--- src/rtl/dram1b_pkg.sv ---
package dram1b_pkg;
  typedef enum logic [1:0] {
    CYC_IDLE,
    CYC_READ,
    CYC_EWR,
    CYC_LWR
  } cyc_e;
endpackage

--- src/rtl/dram1b_strobes.sv ---
module dram1b_strobes (
  input  logic clk,
  input  logic rst,
  input  logic ras_n,
  input  logic cas_n,
  input  logic we_n,
  output logic ras_fall,
  output logic cas_fall,
  output logic we_fall
);
  logic ras_p, cas_p, we_p;

  always_ff @(posedge clk) begin
    if (rst) begin
      ras_p <= 1'b1;
      cas_p <= 1'b1;
      we_p  <= 1'b1;
    end else begin
      ras_p <= ras_n;
      cas_p <= cas_n;
      we_p  <= we_n;
    end
  end

  assign ras_fall = ras_p & ~ras_n;
  // column strobe only opens a cycle while the row strobe is low
  assign cas_fall = cas_p & ~cas_n & ~ras_n;
  assign we_fall  = we_p & ~we_n;
endmodule

--- src/rtl/dram1b_addr_latch.sv ---
module dram1b_addr_latch #(
  parameter int ADDR_W = 4,
  localparam int IDX_W = 2 * ADDR_W
) (
  input  logic              clk,
  input  logic              rst,
  input  logic              ras_fall,
  input  logic              cas_fall,
  input  logic [ADDR_W-1:0] addr,
  output logic [IDX_W-1:0]  cell_idx
);
  logic [ADDR_W-1:0] row_q, col_q;

  always_ff @(posedge clk) begin
    if (rst) begin
      row_q <= '0;
      col_q <= '0;
    end else begin
      if (ras_fall) row_q <= addr;
      if (cas_fall) col_q <= addr;
    end
  end

  // at the column-strobe edge the column comes straight from the bus
  assign cell_idx = cas_fall ? {row_q, addr} : {row_q, col_q};
endmodule

--- src/rtl/dram1b_cell_array.sv ---
module dram1b_cell_array #(
  parameter int IDX_W = 8,
  localparam int DEPTH = 1 << IDX_W
) (
  input  logic             clk,
  input  logic             wr_en,
  input  logic [IDX_W-1:0] wr_idx,
  input  logic             wr_bit,
  input  logic             rd_en,
  input  logic [IDX_W-1:0] rd_idx,
  output logic             rd_bit
);
  logic mem [DEPTH];

  always_ff @(posedge clk) begin
    if (wr_en) mem[wr_idx] <= wr_bit;
  end

  // read-first registered port, block-RAM style
  always_ff @(posedge clk) begin
    if (rd_en) rd_bit <= mem[rd_idx];
  end
endmodule

--- src/rtl/dram1b_q_ctrl.sv ---
module dram1b_q_ctrl
  import dram1b_pkg::*;
#(
  parameter int ACC_DLY = 4,
  localparam int CNT_W = $clog2(ACC_DLY + 1)
) (
  input  logic clk,
  input  logic rst,
  input  logic ras_n,
  input  logic cas_n,
  input  logic we_n,
  input  logic cas_fall,
  input  logic we_fall,
  input  logic rd_bit,
  output logic wr_en,
  output logic q_oe,
  output logic q_dat
);
  cyc_e             cyc;
  logic             armed;
  logic [CNT_W-1:0] cnt;
  logic             late_wr;

  assign late_wr = (cyc == CYC_READ) & we_fall & ~ras_n & ~cas_n;
  assign wr_en   = (cas_fall & ~we_n) | late_wr;

  always_ff @(posedge clk) begin
    if (rst) begin
      cyc   <= CYC_IDLE;
      armed <= 1'b0;
      cnt   <= '0;
      q_oe  <= 1'b0;
      q_dat <= 1'b0;
    end else if (cas_n) begin
      cyc   <= CYC_IDLE;
      armed <= 1'b0;
      cnt   <= '0;
      q_oe  <= 1'b0;
      q_dat <= 1'b0;
    end else if (cas_fall) begin
      armed <= we_n;
      cnt   <= CNT_W'(ACC_DLY - 1);
      cyc   <= we_n ? CYC_READ : CYC_EWR;
    end else begin
      if (armed) begin
        if (cnt == '0) begin
          q_oe  <= 1'b1;
          q_dat <= rd_bit;
          armed <= 1'b0;
        end else begin
          cnt <= cnt - 1'b1;
        end
      end
      if (late_wr) cyc <= CYC_LWR;
    end
  end

  AST_HIZ_CAS_HIGH: assert property (@(posedge clk) disable iff (rst)
    q_oe |-> !$past(cas_n));
  AST_Q_HELD: assert property (@(posedge clk) disable iff (rst)
    (q_oe && $past(q_oe)) |-> $stable(q_dat));
  AST_EWR_NO_DRIVE: assert property (@(posedge clk) disable iff (rst)
    (cyc == CYC_EWR) |-> !q_oe);
  AST_REFRESH_QUIET: assert property (@(posedge clk) disable iff (rst)
    (!ras_n && cas_n) |-> !wr_en);
  AST_RISE_AFTER_DELAY: assert property (@(posedge clk) disable iff (rst)
    $rose(q_oe) |-> !$past(cas_fall));
endmodule

--- src/rtl/dram1b_core.sv ---
module dram1b_core #(
  parameter int ADDR_W  = 4,
  parameter int ACC_DLY = 4,
  localparam int IDX_W = 2 * ADDR_W
) (
  input  logic              clk,
  input  logic              rst,
  input  logic              ras_n,
  input  logic              cas_n,
  input  logic              we_n,
  input  logic [ADDR_W-1:0] addr,
  input  logic              din,
  output logic              q_dat,
  output logic              q_oe
);
  logic             ras_fall, cas_fall, we_fall;
  logic [IDX_W-1:0] cell_idx;
  logic             wr_en, rd_bit;

  dram1b_strobes u_strb (
    .clk(clk), .rst(rst), .ras_n(ras_n), .cas_n(cas_n), .we_n(we_n),
    .ras_fall(ras_fall), .cas_fall(cas_fall), .we_fall(we_fall)
  );

  dram1b_addr_latch #(.ADDR_W(ADDR_W)) u_addr (
    .clk(clk), .rst(rst), .ras_fall(ras_fall), .cas_fall(cas_fall),
    .addr(addr), .cell_idx(cell_idx)
  );

  dram1b_cell_array #(.IDX_W(IDX_W)) u_cells (
    .clk(clk), .wr_en(wr_en), .wr_idx(cell_idx), .wr_bit(din),
    .rd_en(cas_fall), .rd_idx(cell_idx), .rd_bit(rd_bit)
  );

  dram1b_q_ctrl #(.ACC_DLY(ACC_DLY)) u_qctl (
    .clk(clk), .rst(rst), .ras_n(ras_n), .cas_n(cas_n), .we_n(we_n),
    .cas_fall(cas_fall), .we_fall(we_fall), .rd_bit(rd_bit),
    .wr_en(wr_en), .q_oe(q_oe), .q_dat(q_dat)
  );

  AST_NO_WRITE_RAS_HIGH: assert property (@(posedge clk) disable iff (rst)
    ras_n |-> !wr_en);
endmodule

--- config.mk ---
export PLATFORM = sky130hd
export DESIGN_NAME = dram1b_core
export DESIGN_NICKNAME = d
export VERILOG_FILES = /design/src/rtl/dram1b_pkg.sv /design/src/rtl/dram1b_strobes.sv /design/src/rtl/dram1b_addr_latch.sv /design/src/rtl/dram1b_cell_array.sv /design/src/rtl/dram1b_q_ctrl.sv /design/src/rtl/dram1b_core.sv
export SDC_FILE = /design/constraint.sdc
export NUM_CORES = 1
export LEC_CHECK = 0
export ABC_AREA = 0
export BUFFER_PORTS_ARGS = -buffer_cell sky130_fd_sc_hd__buf_2
export CORE_ASPECT_RATIO = 0.9
export CORE_MARGIN = 2
export CORE_UTILIZATION = 63
export CTS_CLUSTER_DIAMETER = 40
export DETAILED_ROUTE_END_ITERATION = 10
export PLACE_DENSITY = 0.79
export SLEW_MARGIN = 40
export SYNTH_ARGS = -nofsm -noshare
export SYNTH_HDL_FRONTEND = slang
export SYNTH_SLANG_ARGS = --single-unit
export TNS_END_PERCENT = 20
--- constraint.sdc ---
create_clock -name clk -period 3.22 [get_ports clk]
set_input_delay 0 -clock clk [delete_from_list [all_inputs] [get_ports clk]]
set_output_delay 0 -clock clk [all_outputs]
set_load 0.005 [all_outputs]
Yosys cells after proc, flatten, opt, wreduce, memory -nomap -nowiden
Memory sizes are Yosys's and may differ from the RTL's. A register that Yosys moved wholly into a read port is not among the register bits. Index checks and enable logic that the tools add are counted. W data, S select, Z words.

$add $sub $neg: 1. Equality and inequality tests: 2. Bitwise operators: 14. Mux-type cells: 12. Reductions and logical operators: 8.

Operators by type and width (number): $mux W2 (6); $and A1 B1 Y1 (8); $mux W1 (5); $not A1 Y1 (5); $mux W4 (1); $reduce_and A2 Y1 (2); $reduce_bool A2 Y1 (2); $logic_not A3 Y1 (1); $reduce_and A3 Y1 (1); $reduce_or A3 Y1 (1); $sub A3 B1 Y3 const B (1); $eq A2 B1 Y1 const B (1); $ne A2 B2 Y1 const B (1); $reduce_or A2 Y1 (1); $or A1 B1 Y1 (1).

Memories kept: 1. Input port bits: 10. Memory bits (writable): 256. Bits in registers: 19.

Memories: u_cells.mem (words 256, bits a word 1, rd ports 1, clocked after memory_dff 1, wr ports 1, line dram1b_cell_array.sv:13) `logic mem [DEPTH];`.

Depth between registers and ports, before layout
Depth after elaboration: 8. Depth in mapped cells: 12.

By module
A second synthesis with hierarchy kept.

Cells, all modules: 864. Area total of the unflattened synthesis: 11922.7 um^2.

Modules (own cells, without submodules): dram1b_cell_array (area an instance 11138.2 um^2, cells an instance 788, times used 1); dram1b_q_ctrl (area an instance 395.4 um^2, cells an instance 42, times used 1); dram1b_addr_latch (area an instance 290.3 um^2, cells an instance 25, times used 1); dram1b_strobes (area an instance 98.8 um^2, cells an instance 9, times used 1).

Worst setup path after synthesis
No wires, ideal clock.

Path type: reg2reg. Start: register u_strb.cas_p. End: register u_cells.rd_bit (read register of u_cells.mem) (data pin). Cell stages (with the launch flop): 12. Setup slack: 687 ps. Arrival: 2273 ps. Required time: 2960 ps. Clock period less this slack: 2533 ps. Setup time: 260 ps. Path buffers: 3. Path through: dfxtp_1 -> or3b_1 -> buf_6 -> a21oi_4 -> buf_6 -> buf_2 -> mux2i_1 -> o211ai_1 -> nor4_1 -> o221ai_1 -> a32oi_1 -> nor4_2.

Word-level cells in the longest chain between the ends: 3.

Ends and longest elaborated chain: from (decl) (line dram1b_strobes.sv:11) `logic ras_p, cas_p, we_p;`; from (signal assigned) (line dram1b_strobes.sv:20) `cas_p <= cas_n;`; $and A1 B1 Y1 * (2 in series) (line dram1b_strobes.sv:27) `assign cas_fall = cas_p & ~cas_n & ~ras_n;`; $mux W4 (line dram1b_addr_latch.sv:25) `assign cell_idx = cas_fall ? {row_q, addr} : {row_q, col_q};`; to (decl) (line dram1b_cell_array.sv:11) `output logic rd_bit`.

Mark *: on every way between the ends. The rest lies on a longest branch, timed or not. A chain may end at the register's enable or synchronous reset.

Final worst setup path
Ends and elaborated chain as after synthesis.

==> results.toml <==
[clock_network]
clk_transition_reported_paths_ns = 0.05
numCtsBuffers = 34
clk_root_buffer_cell = "clkbuf_16"
worst_skew_pair.late_latency_ns = 0.51
ctsLongestPathBuffers = 3
h-tree-depth = 2
cts_num_sinks = 276
tritoncts_clock_tree = "built"

[floorplan]
die-width_um = 151
core_area_um2 = 19100
initial_core_util = 0.640
die_area_um2 = 20500
die_h_um = 136
floorplan.io_pins = 12
floorplan.rows = 48

[grt]
antenna_found_initial = 0
pin_count_of_the_biggest_net_entering_global_routing = 123
first_global_vias = 8526
global_route.overflow_total = 0
global_route.usage.total = 0.320
wire_length_of_the_first_global_routing_pass_um = 48500

[detailed_routing]
viasPerCell = 6.36
route.final.wire_length_um = 31600
drc_errors = 0
route.detailed.wl_per_inst_um = 23.4
vias_after_detailed_routing = 8598
drtAntennaViolNets = 0
first_iter_violations = 1207
initial_drt_pass_iterations = 6

[min_path]
worst_hold_path.endpoint = "u_cells.mem[85]"
min_path_cells = 1
timing.hold.worst.class = "in2reg"
hold_path.startpoint = "din"

[place]
routability_congestion_estimate_from_global_placement = 0.873
place.detailed.hpwl_um = 18800
numPortBuffers = 11

[sta]
timing.final.hold_violations = 0
clock.fmax_ghz = 0.332
unrepaired_setup_endpoints_after_global_routing = "no"
timing.clock.skew_ns = 0.0203
slew_viol_final = 0
layout_worst_path_cycle_share = 0.934
setup_violations = 0
holdWs_ns = 0.0502
relSlewSlack = 0.454
fin_tns_setup_ns = 0
timing_worst_slew_pin_value_ns = 0.820
layout_min_cycle_time_ns = 3.01

[logic_synthesis]
synth_seq_area_share = 0.662
share_of_yosys_cell_area_claimed_by_the_top_area_cell_type = 0.631
synth_largest_area_cell = "edfxtp_1"
syn-instance-count = 1033
ys_ff_latch = 276
synthTopCellsByArea = "edfxtp_1, nor2_1, mux2i_1"
synth_commonest_cells = "nor2_1, edfxtp_1, nand2_1"
synth-warning-count = 0
synth_fp_nets = 1045
synth_enable_flop_cells = 257
post_synth_instance_area_um2 = 12200
post-synth-top-count-cell = "nor2_1"
synth_area_per_cell_um2 = 11.8
async_reset_ff_frac = 0
synth_ff_type = "edfxtp_1"
number_of_distinct_library_cell_variants_in_the_gate_level_netlist_after_synthesis = 54

[critical_path]
critPathMaxFanout = 30
worstReg2RegEnd = "u_cells.rd_bit"
critical_path.startpoint_type = "flop"
r2r-start = "u_strb.cas_p"
timing_worst_setup_path_type = "reg2reg"
timing.critical_path.cells = "or3b_1 -> buf_12 -> a21oi_4 -> buf_12 -> buf_12 -> mux2i_1 -> o22ai_1 -> nor4_1 -> a31oi_1 -> a21oi_1 -> nor4_2"
cp_data_required_time_ns = 3.46
category_of_cells_accounting_for_the_largest_share_of_critical_path_delay = "simple AND/OR/NAND/NOR gates"
arrival_time_at_the_worst_endpoint_ns = 3.25
ff2ff_path_depth = 11
critPathBufInv = 3
r2r_slack_ns = 0.21
critPathMaxStageDelay_ns = 0.39
critical-path-top-cell-by-count = "buf_12"
critical_path_cell_with_the_highest_stage_delay = "or3b_1"
setup.worst_path.end_class = "flop"

[finish]
syn_to_final_growth_pct = 14.8
final_net_count = 1094
n_fill_cell = 1206
antenna_cells = 0
post_route_cells_drive_above_1_share = 0.133

[power]
p_leak_nw = 4.92
cellPowerDensity_nw_per_um2 = 590
ir_drop_worst_vdd_mv = 0.604

[status]
outcome = "completed"

[job]
max_cap_viols = 0
layer usage:
| layer | vias up | GRT usage | wire, um |
|---|---|---|---|
| met5 | - | 0 | 0 |
| met4 | 0 | 0.146 | 1280 |
| met3 | 96 | 0.0812 | 3790 |
| met2 | 579 | 0.502 | 14900 |
| met1 | 4140 | 0.427 | 11600 |
| li1 | 3783 | - | - |
repair_timing:
| item | 4_1_cts | 5_1_grt |
|---|---|---|
| hold buffers | 13 | 0 |
| setup endpoints to repair | 0 | 1 |
| hold endpoints to repair | 19 | 0 |
| resized for setup | 0 | 4 |
| buffers inserted | 0 | 0 |
per-stage QoR:
step           area, um2  std cells   util  worst slack, ns  total power [mW]
4_1_cts            14000       1352  0.733            0.112              8.28
3_3_place_gp       12800       1283  0.668            0.104              4.54
6_report           14000       1352  0.735            0.212              8.28
3_5_place_dp       12800       1283  0.668            0.127              4.55
2_1_floorplan      12200       1033      -            0.687              4.33
5_1_grt            14000       1352  0.735           0.0408              8.47
cell families after synthesis:
family,Yosys count,share of synthesized area
DFF,276,0.662
and+or+nand+nor,483,0.161
buffers and inverters,79,0.0354
AOI/OAI and AO/OA,101,0.0568
muxes,90,0.0807
adders and majority gates,2,0.00205
xor gates and xnor gates,2,0.00143
worst max path at each step:
stage,start,endpoint,cells after the start
final,u_strb.cas_p,u_cells.rd_bit,11
after global routing,u_strb.cas_p,u_cells.rd_bit,11
after CTS,u_strb.cas_p,u_cells.rd_bit,11
after detailed placement,u_strb.cas_p,u_cells.rd_bit,11
after global placement,u_strb.cas_p,u_cells.rd_bit,11
after floorplan,u_strb.cas_p,u_cells.rd_bit,11
area by class of cell:
type,instances,area [um2],share of cell area
clock buffers,40,905,0.0645
clock inverters,16,206,0.0147
inverters,7,26.3,0.00187
multi-input cells,678,3720,0.265
flip-flops and latches,276,8100,0.577
well taps,250,313,0.0223
repair buffers,85,762,0.0543
report_power, final:
part / leakage [nW] / switching (mW) / internal (mW)
clock: 0.539 / 1.43 / 2.33
sequential: 2.46 / 0.0138 / 3.93
combinational: 1.91 / 0.375 / 0.194
total: 4.92 / 1.82 / 6.46
state kept, by name, indices dropped and copies added (netlist names), 2 cells and up:
name and flops:
u_cells.mem 256, u_qctl.cnt 3, u_qctl.cyc 2, u_addr.row_q 4, u_addr.col_q 4
placed cells by master (no fill, tap or decap), drive strengths merged, types with 3 or more instances in the layout:
cell,instances
nor2,276
edfxtp,257
nand2,144
mux2i,83
buf,72
clkbuf,40
a21oi,33
nand3,28
o22ai,24
dfxtp,19
dlygate4sd3,13
inv,9
clkinv,8
nor4,7
nor3,6
a32oi,6
nand2b,5
a31oi,5
a311oi,5
a211oi,5
o41ai,5
and3,4
a221oi,4
o221ai,4
mux4,4
bufinv,4
or2,3
mux2,3
Power figures use the tool's default switching activity.
